**src/rtl/irq_rec_pkg.sv**
```systemverilog
package irq_rec_pkg;
    localparam int LVL_W = 3;
    typedef logic [LVL_W-1:0] lvl_t;

    typedef struct packed {
        lvl_t smp;
        lvl_t prev;
        lvl_t acc;
    } filt_state_t;

    typedef struct packed {
        logic arm;
        logic nmi;
    } edge_state_t;

    typedef struct packed {
        lvl_t req_lvl;
        logic in_ack;
        lvl_t svc;
    } ack_state_t;
endpackage

```
**src/rtl/irq_pin_decode.sv**
```systemverilog
module irq_pin_decode
    import irq_rec_pkg::*;
(
    input  logic [LVL_W-1:0] pins_n,
    input  logic             reduced,
    output logic [LVL_W-1:0] lvl
);
    logic [LVL_W-1:0] raw;

    always_comb begin
        raw = ~pins_n;
        if (reduced) begin
            lvl    = '0;
            lvl[0] = raw[0];
            lvl[1] = raw[1];
            lvl[2] = raw[0];
        end else begin
            lvl = raw;
        end
    end

    always_comb begin
        if (reduced) a_r6_shared_wire: assert (lvl[0] == lvl[2] && lvl[0] == ~pins_n[0]);
    end
endmodule

```
**src/rtl/irq_level_filter.sv**
```systemverilog
module irq_level_filter
    import irq_rec_pkg::*;
(
    input  logic             clk,
    input  logic             rst_n,
    input  logic [LVL_W-1:0] lvl_in,
    output logic             stable,
    output logic [LVL_W-1:0] smp_lvl,
    output logic [LVL_W-1:0] acc_next
);
    filt_state_t st_d, st_q;

    always_comb begin
        st_d      = st_q;
        st_d.smp  = lvl_in;
        st_d.prev = st_q.smp;
        stable    = (st_q.smp == st_q.prev);
        if (stable) st_d.acc = st_q.smp;
        smp_lvl   = st_q.smp;
        acc_next  = st_d.acc;
    end

    always_ff @(posedge clk or negedge rst_n) begin
        if (!rst_n) st_q <= '0;
        else        st_q <= st_d;
    end

    a_r4_two_samples: assert property (@(posedge clk) disable iff (!rst_n)
        (st_q.acc != $past(st_q.acc)) |-> $past(st_q.smp == st_q.prev));
endmodule

```
**src/rtl/irq_nmi_edge.sv**
```systemverilog
module irq_nmi_edge
    import irq_rec_pkg::*;
(
    input  logic             clk,
    input  logic             rst_n,
    input  logic             stable,
    input  logic [LVL_W-1:0] smp_lvl,
    input  logic             clear,
    output logic             nmi_next
);
    localparam lvl_t LVL_TOP = '1;
    edge_state_t st_d, st_q;
    logic        fire;

    always_comb begin
        st_d = st_q;
        fire = stable && (smp_lvl == LVL_TOP) && st_q.arm;
        if (fire) st_d.arm = 1'b0;
        else if (stable && smp_lvl != LVL_TOP) st_d.arm = 1'b1;
        if (fire)       st_d.nmi = 1'b1;
        else if (clear) st_d.nmi = 1'b0;
        nmi_next = st_d.nmi;
    end

    always_ff @(posedge clk or negedge rst_n) begin
        if (!rst_n) begin
            st_q.arm <= 1'b1;
            st_q.nmi <= 1'b0;
        end else begin
            st_q <= st_d;
        end
    end

    a_r3_edge_armed: assert property (@(posedge clk) disable iff (!rst_n)
        $rose(st_q.nmi) |-> $past(st_q.arm));
    a_r9_clear_nmi: assert property (@(posedge clk) disable iff (!rst_n)
        (clear && !fire) |=> !st_q.nmi);
endmodule

```
**src/rtl/irq_level_recognizer.sv**
```systemverilog
module irq_level_recognizer
    import irq_rec_pkg::*;
#(
    parameter int ADDR_W = 20
) (
    input  logic              clk,
    input  logic              rst_n,
    input  logic [LVL_W-1:0]  irq_pins_n,
    input  logic [LVL_W-1:0]  level_mask,
    input  logic              reduced_pins,
    input  logic              ack_start,
    input  logic              ack_end,
    output logic              irq_pending,
    output logic [LVL_W-1:0]  pending_level,
    output logic [ADDR_W-1:0] ack_addr
);
    localparam lvl_t LVL_TOP = '1;
    localparam int   HI_W    = ADDR_W - LVL_W - 1;

    lvl_t       dec_lvl, smp_lvl, acc_next;
    logic       stable, nmi_next, nmi_clear, maskable;
    ack_state_t st_d, st_q;
    lvl_t       shown;

    irq_pin_decode u_dec (
        .pins_n  (irq_pins_n),
        .reduced (reduced_pins),
        .lvl     (dec_lvl)
    );

    irq_level_filter u_filt (
        .clk      (clk),
        .rst_n    (rst_n),
        .lvl_in   (dec_lvl),
        .stable   (stable),
        .smp_lvl  (smp_lvl),
        .acc_next (acc_next)
    );

    assign nmi_clear = ack_start && !st_q.in_ack && (st_q.req_lvl == LVL_TOP);

    irq_nmi_edge u_edge (
        .clk      (clk),
        .rst_n    (rst_n),
        .stable   (stable),
        .smp_lvl  (smp_lvl),
        .clear    (nmi_clear),
        .nmi_next (nmi_next)
    );

    always_comb begin
        st_d     = st_q;
        maskable = (acc_next != '0) && (acc_next != LVL_TOP) && (acc_next > level_mask);
        if (nmi_next)      st_d.req_lvl = LVL_TOP;
        else if (maskable) st_d.req_lvl = acc_next;
        else               st_d.req_lvl = '0;
        if (st_q.in_ack) begin
            if (ack_end) st_d.in_ack = 1'b0;
        end else if (ack_start) begin
            st_d.in_ack = 1'b1;
            st_d.svc    = st_q.req_lvl;
        end
    end

    always_ff @(posedge clk or negedge rst_n) begin
        if (!rst_n) st_q <= '0;
        else        st_q <= st_d;
    end

    assign shown         = st_q.in_ack ? st_q.svc : st_q.req_lvl;
    assign irq_pending   = (st_q.req_lvl != '0);
    assign pending_level = shown;
    assign ack_addr      = {{HI_W{1'b1}}, shown, 1'b1};

    a_r2_above_mask: assert property (@(posedge clk) disable iff (!rst_n)
        (st_q.req_lvl != '0 && st_q.req_lvl != LVL_TOP) |-> (st_q.req_lvl > $past(level_mask)));
    a_r7_ack_pattern: assert property (@(posedge clk) disable iff (!rst_n)
        $rose(st_q.in_ack) |-> (ack_addr[LVL_W:1] == $past(st_q.req_lvl) && ack_addr[0]));
    a_r8_hold_svc: assert property (@(posedge clk) disable iff (!rst_n)
        (st_q.in_ack && $past(st_q.in_ack)) |-> $stable(pending_level));
endmodule

```
**config.mk**
```make
export PLATFORM = sky130hd
export DESIGN_NAME = irq_level_recognizer
export DESIGN_NICKNAME = d
export VERILOG_FILES = /design/src/rtl/irq_rec_pkg.sv /design/src/rtl/irq_pin_decode.sv /design/src/rtl/irq_level_filter.sv /design/src/rtl/irq_nmi_edge.sv /design/src/rtl/irq_level_recognizer.sv
export SDC_FILE = /design/constraint.sdc
export NUM_CORES = 1
export LEC_CHECK = 0
export BUFFER_PORTS_ARGS = -buffer_cell sky130_fd_sc_hd__buf_2
export CORE_ASPECT_RATIO = 0.5
export CORE_MARGIN = 10
export CORE_UTILIZATION = 30
export CTS_CLUSTER_DIAMETER = 100
export CTS_CLUSTER_SIZE = 40
export DETAILED_ROUTE_END_ITERATION = 12
export SETUP_SLACK_MARGIN = 0.4
export SLEW_MARGIN = 10
export SYNTH_ARGS = -nofsm -noshare
export SYNTH_HDL_FRONTEND = slang
export SYNTH_SLANG_ARGS = --single-unit
export TNS_END_PERCENT = 100
```
**constraint.sdc**
```tcl
create_clock -name clk -period 3.42 [get_ports clk]
set_input_delay 0.513 -clock clk [delete_from_list [all_inputs] [get_ports clk]]
set_output_delay 0.513 -clock clk [all_outputs]
set_load 0.01 [all_outputs]
```
[After elaboration in Yosys (flattened, before gate mapping)]
Cells that the tools add are included.
Operators by class
  magnitude comparators: 1
  bitwise gates (word level): 2
  divide/modulo/power cells: 0
  reduce and logical (&&, ||, !) cells: 12
  muxes and demuxes: 12
  equal/unequal tests: 5
  multiply operators: 0
  shift operators: 0
  add/subtract/negate cells: 0
Operator list (number)
  $mux W3: 5
  $logic_and A1 B1 Y1: 7
  $eq A3 B3 Y1 const B: 2
  $mux W1: 6
  $ne A3 B3 Y1 const B: 2
  $reduce_bool A3 Y1: 2
  $mux W4: 1
  $eq A3 B3 Y1: 1
  $gt A3 B3 Y1: 1
  $not A3 Y3: 1
  $reduce_and A2 Y1: 1
  $reduce_bool A2 Y1: 1
  $logic_not A1 Y1: 1
  $not A1 Y1: 1
Word-level totals
  bits in latches: 0
  input port bits: 11
  memories: 0
  bits in writable memories: 0
  flip-flop bits (word level): 18
  logic and storage cells: 40
  ROM bits: 0

[Longest topological paths before layout]
Gate-level depths: netlist of run 1.
  word-level depth: 7
  depth in mapped cells: 10

[Hierarchy]
A second synthesis of run 1 with hierarchy kept.
Unflattened totals
  cells, all modules: 91
  area, all modules: 1018.5 um2
By module, submodules not included
  irq_level_recognizer: instances 1, area an instance 556.8 um2, sequential area each 175.2 um2, cells an instance 58
  irq_level_filter: instances 1, area an instance 352.8 um2, sequential area each 225.2 um2, cells an instance 23
  irq_nmi_edge: instances 1, area an instance 91.3 um2, sequential area each 51.3 um2, cells an instance 7
  irq_pin_decode: instances 1, area an instance 17.5 um2, sequential area each 0.0 um2, cells an instance 3

[Least setup slack after synthesis of run 1]
Ideal clock, no wire load.
  kind: register to register
  start: register u_filt.st_q (netlist bit u_filt.smp_lvl[2])
  end: register st_q[6] (netlist name)
  arrival: 1.998 ns
  cell stages (with the launch flop): 9
  path buffers: 0
  required time: 3.344 ns
  setup slack: 1.345 ns
  setup time: 0.076 ns
  path through: dfrtp_1 > xnor2_1 > and3_1 > mux2i_1 > ha_1 > o21ai_0 > nand2_1 > o211a_1 > o21ai_1
RTL lines
  start: declaration: line irq_level_filter.sv:11  | filt_state_t st_d, st_q;
  start signal: assignment: line irq_level_filter.sv:25  | else st_q <= st_d;
  end signal: assignment: line irq_level_recognizer.sv:67  | else st_q <= st_d;
  end: declaration: line irq_level_recognizer.sv:22  | ack_state_t st_d, st_q;

==> results of run 1 <==
## worst max-delay path, delay by kind of cell (launching register included)
kind            cells  cell delay [ns]
xor+xnor            1             0.38
mux                 1             0.32
fa+ha+maj           1             0.30
compound gates      3             0.50
flops               1             0.46
simple gates        2             0.35
## cells in the final DEF (no fill, tap or decap), drive strengths merged
cell type	netlist	layout
xnor2	3	3
and2	1	1
nand3b	1	1
o21a	1	1
mux2	6	6
dfstp	1	1
a31oi	2	2
ha	2	2
o211a	1	1
buf	21	17
or3	1	1
a211o	1	1
a21boi	1	1
nand2	7	7
nand2b	1	1
conb	1	17
o21ai	9	9
inv	8	8
and3	2	2
mux2i	2	2
a31o	1	1
o211ai	2	2
dfrtp	17	17
nor3b	1	1
nand3	4	4
xor2	1	1
nand4	5	5
clkbuf	0	4
## layer usage
metal	track usage (%)	share of wire (%)	wire [um]	up-vias
li1	-	-	-	352
met1	7.60	50	946	318
met2	9.05	39	744	36
met3	3.25	9.4	178	4
met4	2.95	1.1	21	0
met5	0	0	0	-
## registers in the layout, indices dropped and copies added (netlist names)
signal / cells
st_q: 7
u_filt.st_q: 6
u_filt.smp_lvl: 3
u_edge.st_q: 2
## worst max path at each step
stage,from,end,slack [ns],cells past startpoint
after global routing,u_filt.smp_lvl[2]$_DFF_PN0_,st_q[6]$_DFF_PN0_,0.83,8
final,u_filt.smp_lvl[2]$_DFF_PN0_,st_q[6]$_DFF_PN0_,1.04,8
after floorplan,u_filt.smp_lvl[2]$_DFF_PN0_,st_q[6]$_DFF_PN0_,1.35,8
after detailed placement,u_filt.smp_lvl[2]$_DFF_PN0_,st_q[6]$_DFF_PN0_,1.05,8
after global placement,u_filt.smp_lvl[2]$_DFF_PN0_,st_q[6]$_DFF_PN0_,1.09,8
after CTS,u_filt.smp_lvl[2]$_DFF_PN0_,st_q[6]$_DFF_PN0_,1.04,8
## metrics by stage
step / area [sq um] / total power, mW / setup WS, ns
after floorplan: 1100 / 0.531 / 1.35
after global placement: 1080 / 0.579 / 1.09
after detailed placement: 1080 / 0.580 / 1.05
after CTS: 1140 / 0.760 / 1.04
after global routing: 1140 / 0.809 / 0.826
final: 1140 / 0.745 / 1.04
## area by class of cell
class / count / area share (%)
Clock buffer: 4 / 4.83
Timing Repair Buffer: 17 / 7.46
Inverter: 8 / 2.63
Multi-Input combinational cell: 72 / 40.8
Tap cell: 42 / 4.61
Sequential cell: 18 / 39.6
## cells in the mapped netlist, types with 4 or more instances
cell     instances
dfrtp_1         17
buf_4           20
nand3_1          4
mux2_2           6
nand2_1          7
o21ai_0          7
inv_1            8
nand4_1          5
## power breakdown
group,switching [mW],internal (mW)
clock network,0.0705,0.102
logic,0.131,0.120
registers,0.0445,0.276
## kinds of logic (layout without fill, tap and decap cells)
logic type,count (synthesis),after routing
AO/OA/AOI/OAI,18,18
multiplexers,8,8
AND/OR/NAND/NOR,23,23
other,1,17
buffers and inverters,29,29
XOR/XNOR,4,4
flip-flops,18,18
adder cells (fa/ha/maj),2,2
==> results.py, run 1 <==
metrics = {
    "pwr": {
        "vdd_ir_drop_max_mv": 0.124,
        "p_leak_nw": 0.567,
        "p_per_area_mw_per_mm2": 653,
    },
    "final_layout": {
        "antennaDiodeCount": 0,
        "post-route-util_pct": 33.7,
        "drive_above_1_share_pct": 25.2,
        "multi_input_area_sq_um": 465,
        "fillerInstances": 344,
        "finalNonFillerCells": 161,
        "syn_to_final_growth_pct": 9.36,
        "final_nets": 133,
        "regArea_sq_um": 452,
    },
    "floorplan": {
        "die_h_um": 61.7,
        "initial_core_util_pct": 30.9,
        "rows": 15,
        "die_x_um": 103,
        "ios": 35,
        "core_area_sq_mm": 0.00338,
        "die_area_sq_mm": 0.00637,
    },
    "clock_network": {
        "postCtsSetupBuffers": 0,
        "root_buffer": "clkbuf_8",
        "cts_tree": "built",
        "hold_buffers": 0,
        "clockBufferDepth": 2,
        "clk_pin_slew_worst_paths_ns": 0.07,
        "htreeDepth": 1,
        "cts_resized": 0,
        "cts_buffers": 3,
        "cts_sinks": 18,
        "clock_latency_ns": 0.26,
    },
    "route": {
        "wl_per_cell_um": 11.7,
        "vias_per_cell": 4.41,
        "wirelength_um": 1890,
        "antenna_left": 0,
        "vias": 710,
        "drc": 0,
        "dr.pass1.iters": 4,
        "drtIter0Drc": 43,
    },
    "synth": {
        "synth_mux_area_share_pct": 8.40,
        "ys_ff_latch": 18,
        "ys.flop_type": "dfrtp_1",
        "synth_area_sq_mm": 0.00104,
        "synth_edf_count": 0,
        "synth_top_area_cell": "dfrtp_1",
        "avgSynthCellArea_sq_um": 10.1,
        "synthSimpleGateAreaFrac_pct": 11.9,
        "synth_top_area_share_pct": 40.8,
        "synth-compound-area-share_pct": 11.0,
        "synth_cell_types": 30,
        "syn_inst": 103,
        "synth.area.top_cells": "dfrtp_1 41%, buf_4 14%, mux2_2 6.5%",
        "synthXorXnorAreaFrac_pct": 4.80,
        "synth_top_family_by_area": "buffers and inverters",
        "async_reset_ff_share_pct": 100,
        "ys_seq_area_share_pct": 43.3,
        "yosys.area_share.adder_pct": 2.40,
        "synth_warnings": 0,
    },
    "placement": {
        "hpwl_um": 1570,
        "io_buffer_count": 17,
        "place.gp.congestion": 0.791,
        "post-place-cells": 157,
    },
    "critical_path": {
        "path_cells": "xnor2_1 > and3_1 > mux2i_1 > ha_1 > o21ai_0 > nand2_1 > o211a_1 > o21ai_1",
        "crit_required_ns": 3.60,
        "cpMaxStageDelayCell": "dfrtp_1",
        "crit-reg2reg-capture": "st_q[6]$_DFF_PN0_",
        "start_kind": "flop",
        "r2r_start": "u_filt.smp_lvl[2]$_DFF_PN0_",
        "criticalPathCategory": "reg2reg",
        "critPathCaptureType": "flop",
        "rr_worst_depth": 8,
        "r2r_slack_ns": 1.04,
        "cp_max_fo": 7,
        "cp_slowest_stage_delay_ns": 0.46,
        "arrival_ns": 2.56,
    },
    "global_route": {
        "grt-ovfl-total": 0,
        "grt_max_degree": 19,
        "first_global_vias": 678,
        "grt_first_pass_wirelength_um": 3060,
        "grt_antenna_before_repair": 0,
        "track_usage_pct": 6.28,
    },
    "timing": {
        "hold_viol": 0,
        "rsz0062_at_grt": "no",
        "whs_ns": 0.173,
        "setup-tns-final_ns": 0,
        "fin_crit_sh_pct": 69.7,
        "setup_viol": 0,
        "fmaxAchievable_mhz": 420,
        "skew_ns": 0.00349,
        "finalCriticalPeriod_ns": 2.38,
        "slew_viol_final": 0,
    },
    "outcome": {
        "status": "complete, no violations",
    },
    "run": {
        "drv_cap": 0,
    },
    "hold_path": {
        "hp-class": "in2async",
    },
}
Note: power is estimated with default switching activity, not from simulation.
==> run 2: changes to the inputs <==
clock period = 2.1 ns   (was 3.42 ns; I/O delays follow)
==> results.py, run 2 (same netlist as run 1, synthesis figures left out) <==
metrics = {
    "final_layout": {
        "layout_common_cells": "17 x conb_1, 17 x buf_2, 17 x dfrtp_1, 13 x buf_4, 8 x inv_1",
        "drive_above_1_share_pct": 36.1,
        "largest_register_ffs": 7,
        "final_nets": 147,
        "syn_to_final_growth_pct": 22.3,
        "antennaDiodeCount": 0,
        "regMostFlops": "st_q",
        "fillerInstances": 334,
        "finalNonFillerCells": 175,
    },
    "floorplan": {
        "initial_core_util_pct": 30.9,
        "core_area_sq_mm": 0.00338,
        "die_x_um": 103,
        "rows": 15,
        "die_h_um": 61.7,
        "die_area_sq_mm": 0.00637,
        "ios": 35,
    },
    "global_route": {
        "track_usage_pct": 6.99,
        "grt_antenna_before_repair": 0,
        "first_global_vias": 829,
        "grt-ovfl-total": 0,
        "grt_first_pass_wirelength_um": 3420,
        "grt_max_degree": 19,
    },
    "run": {
        "drv_cap": 0,
    },
    "clock_network": {
        "clockBufferDepth": 2,
        "clk_pin_slew_worst_paths_ns": 0.06,
        "cts_tree": "built",
        "htreeDepth": 1,
        "cts_sinks": 18,
        "root_buffer": "clkbuf_8",
        "cts_buffers": 3,
        "clock_latency_ns": 0.25,
    },
    "outcome": {
        "status": "complete, no violations",
    },
    "placement": {
        "place.gp.congestion": 0.833,
        "hpwl_um": 1710,
        "io_buffer_count": 17,
        "post-place-cells": 164,
    },
    "critical_path": {
        "critPathCaptureType": "flop",
        "cp_max_fo": 4,
        "arrival_ns": 2.21,
        "criticalPathCategory": "reg2reg",
        "crit_required_ns": 2.27,
        "start_kind": "flop",
    },
    "route": {
        "wirelength_um": 2120,
        "wl_met3_um": 196,
        "antenna_left": 0,
        "dr.pass1.iters": 4,
        "met1_length_um": 934,
        "dr_wl_met2_um": 931,
        "vias_per_cell": 4.52,
        "highest_layer": "met4",
        "drc": 0,
        "drtIter0Drc": 30,
        "wl_per_cell_um": 12.1,
        "vias": 791,
    },
    "pwr": {
        "p_per_area_mw_per_mm2": 997,
        "p_leak_nw": 0.637,
        "vdd_ir_drop_max_mv": 0.243,
    },
    "timing": {
        "fmaxAchievable_mhz": 488,
        "finalCriticalPeriod_ns": 2.05,
        "setup_viol": 0,
        "slew_viol_final": 0,
        "setup-tns-final_ns": 0,
        "rsz0062_at_grt": "yes",
        "hold_viol": 0,
        "fin_crit_sh_pct": 97.5,
        "skew_ns": 0.00225,
    },
    "hold_path": {
        "hp-class": "in2reg",
    },
}
## run 2: metal layers
layer | global-route usage (%) | up-vias
met2 | 11.5 | 44
met3 | 2.91 | 8
met4 | 4.13 | 0
met1 | 7.59 | 356
met5 | 0 | -
li1 | - | 383
## run 2: path summary, 6_finish.rpt
path | depth (start not counted) | endpoint | slack (ns) | start
worst max-delay path | 8 | st_q[6]$_DFF_PN0_ | 0.05 | u_filt.st_q[4]$_DFF_PN0_
worst min-delay path | 2 | u_filt.smp_lvl[1]$_DFF_PN0_ | 0.20 | irq_pins_n[1]
worst max register to register | 8 | st_q[6]$_DFF_PN0_ | 0.05 | u_filt.st_q[4]$_DFF_PN0_
worst min register to register | 2 | u_edge.st_q[1]$_DFFE_PN1P_ | 0.48 | u_edge.st_q[1]$_DFFE_PN1P_
max in group asynchronous | 2 | u_edge.st_q[1]$_DFFE_PN1P_ | 1.27 | rst_n
min in group asynchronous | 2 | u_filt.smp_lvl[2]$_DFF_PN0_ | 0.52 | rst_n
## run 2: through the flow
stage	cell area [sq um]	utilization [%]	hold slack (ns)	power, mW	setup WS (ns)
after floorplan	1120	-	0.0194	0.878	0.0907
after global placement	1150	34.1	0.265	0.979	0.0693
after detailed placement	1150	34.1	0.265	0.995	-0.0401
after CTS	1260	37.2	0.198	1.27	0.0700
after global routing	1270	37.7	0.208	1.37	-0.0425
final	1270	37.7	0.204	1.27	0.0526
## run 2: worst max-delay path: stages (launching register included)
cell and delay [ns]:
dfrtp_1 0.40, xnor2_2 0.24, and3_4 0.23, mux2i_2 0.23, ha_1 0.28, o21ai_1 0.13
nand2_1 0.08, o211a_1 0.23, o21ai_1 0.14
## run 2: what timing repair did
item,in CTS,in global routing
endpoints found under the hold margin,17,0
hold buffers,1,0
pin swaps,7,6
endpoints found under the setup margin,3,3
gates cloned,0,0
setup buffers,5,1
resized for setup,1,3
## run 2: cell type report
type,count,area (sq um),share of cell area (%)
timing repair buffer,31,193,15.1
inverter,8,30.0,2.36
sequential,18,452,35.4
multi-input combinational,72,503,39.5
clock buffer,4,45.0,3.53
tap,42,52.6,4.12
## run 2: power by group
group | switching, mW | internal (mW)
sequential | 0.0730 | 0.450
combinational | 0.257 | 0.256
clock | 0.101 | 0.134
total | 0.431 | 0.840
==> run 3: changes to the inputs <==
CORE_ASPECT_RATIO = unset   (was 0.5)
CORE_UTILIZATION = 44   (was 30)
PLACE_DENSITY = 0.74   (was unset)
==> results.py, run 3 (same netlist as run 1, synthesis figures left out) <==
metrics = {
    "outcome": {
        "status": "complete, no violations",
    },
    "global_route": {
        "grt_max_degree": 19,
        "first_global_vias": 812,
        "track_usage_pct": 9.65,
        "grt-ovfl-total": 0,
        "use_met2_pct": 16.8,
        "grt_antenna_before_repair": 0,
        "use_met1_pct": 10.8,
        "grt_first_pass_wirelength_um": 3550,
        "use_met3_pct": 3.70,
        "grt_busiest_layer": "met2",
    },
    "final_layout": {
        "regArea_sq_um": 454,
        "post-route-util_pct": 56.2,
        "final_nets": 145,
        "layout_common_cells": "17 x conb_1, 17 x buf_2, 15 x dfrtp_1, 11 x buf_4, 8 x inv_1",
        "final_cell_area_sq_mm": 0.00126,
        "syn_to_final_growth_pct": 20.5,
        "drive_above_1_share_pct": 36.6,
        "fillerInstances": 212,
        "finalNonFillerCells": 159,
        "regMostFlops": "st_q",
        "multi_input_area_sq_um": 533,
        "largest_register_ffs": 7,
        "antennaDiodeCount": 0,
    },
    "run": {
        "drv_cap": 0,
    },
    "route": {
        "drtIter0Drc": 37,
        "antenna_left": 0,
        "wirelength_um": 2290,
        "dr.pass1.iters": 4,
        "vias_per_cell": 5.06,
        "drc": 0,
        "vias": 804,
        "wl_per_cell_um": 14.4,
    },
    "pwr": {
        "p_leak_nw": 0.619,
        "p_per_area_mw_per_mm2": 970,
        "vdd_ir_drop_max_mv": 0.548,
    },
    "critical_path": {
        "cp_slowest_stage_delay_ns": 0.47,
        "critPathCaptureType": "flop",
        "path_delay_family": "flip-flops",
        "criticalPathCategory": "reg2reg",
        "r2r_slack_ns": 0.05,
        "cp_max_fo": 5,
        "r2r_start": "u_filt.st_q[5]$_DFF_PN0_",
        "crit-reg2reg-capture": "st_q[4]$_DFF_PN0_",
        "worstSetupEndpoint": "st_q[4]$_DFF_PN0_",
        "rr_worst_depth": 8,
        "crit_required_ns": 2.32,
        "arrival_ns": 2.27,
        "cp-startpoint": "u_filt.st_q[5]$_DFF_PN0_",
        "crit_cells": 8,
        "cpMaxStageDelayCell": "dfrtp_2",
        "path_cells": "xnor2_4 > and3_4 > mux2i_4 > ha_4 > o21ai_2 > nand2_1 > o211a_1 > o21ai_1",
        "start_kind": "flop",
        "critPathBufInv": 0,
    },
    "timing": {
        "finalCriticalPeriod_ns": 2.05,
        "setup_viol": 0,
        "fmaxAchievable_mhz": 488,
        "hold_viol": 0,
        "skew_ns": 0.00181,
        "setup-tns-final_ns": 0,
        "slew_viol_final": 0,
        "fin_crit_sh_pct": 97.7,
        "worst_slack_ns": 0.0488,
        "rsz0062_at_grt": "yes",
    },
    "hold_path": {
        "hold_path_depth": 2,
        "hp-class": "in2reg",
    },
    "placement": {
        "place.gp.congestion": 0.849,
        "pre_cts_ws_ns": 0.00676,
        "dpl-instance-area_sq_mm": 0.00114,
        "hpwl_um": 1700,
        "io_buffer_count": 17,
        "post-place-cells": 150,
    },
    "floorplan": {
        "ios": 35,
        "rows": 17,
        "die_area_sq_mm": 0.00472,
        "core_area_sq_mm": 0.00223,
        "die_h_um": 68.7,
        "initial_core_util_pct": 46.7,
        "die_x_um": 68.7,
    },
    "clock_network": {
        "cts_sinks": 18,
        "htreeDepth": 1,
        "clockBufferDepth": 2,
        "clock_latency_ns": 0.29,
        "cts_buffers": 3,
        "clk_pin_slew_worst_paths_ns": 0.09,
        "root_buffer": "clkbuf_4",
        "cts_tree": "built",
    },
}
[run 3: how the worst min path moves through the flow]
stage	startpoint	to
after floorplan	rst_n	st_q[0]$_DFFE_PN0P_
after global placement	rst_n	st_q[3]$_DFF_PN0_
after detailed placement	rst_n	st_q[3]$_DFF_PN0_
after CTS	irq_pins_n[1]	u_filt.smp_lvl[1]$_DFF_PN0_
after global routing	irq_pins_n[1]	u_filt.smp_lvl[1]$_DFF_PN0_
final	irq_pins_n[1]	u_filt.smp_lvl[1]$_DFF_PN0_
[run 3: layout make-up]
class / count / area share (%)
clock buffers: 4 / 2.09
multi-input cells: 72 / 42.4
repair buffers: 29 / 14.1
inverters: 8 / 2.39
well taps: 28 / 2.79
flip-flops and latches: 18 / 36.2
[run 3: repair_timing]
item / 4_1_cts / 5_1_grt
pin swaps: 7 / 8
endpoints found under the setup margin: 3 / 3
endpoints found under the hold margin: 17 / 0
gates resized for setup: 2 / 7
buffers inserted: 2 / 2
gates cloned: 0 / 0
hold buffers: 1 / 0
[run 3: metal layers]
metal  wire (um)  share of wire (%)
met1         892                 39
met2        1160                 51
met3         224                9.8
met4          14               0.61
met5           0                  0
[run 3: metrics by stage]
step / hold slack, ns / power [mW]
3_3_place_gp: 0.255 / 0.969
2_1_floorplan: 0.0194 / 0.878
5_1_grt: 0.145 / 1.31
4_1_cts: 0.148 / 1.19
6_report: 0.157 / 1.22
3_5_place_dp: 0.260 / 0.990
[run 3: power by group]
part / total, mW / leakage (nW) / internal [mW] / switching, mW
clock: 0.172 / 0.0150 / 0.0739 / 0.0983
combinational: 0.517 / 0.394 / 0.259 / 0.258
sequential: 0.529 / 0.210 / 0.449 / 0.0793
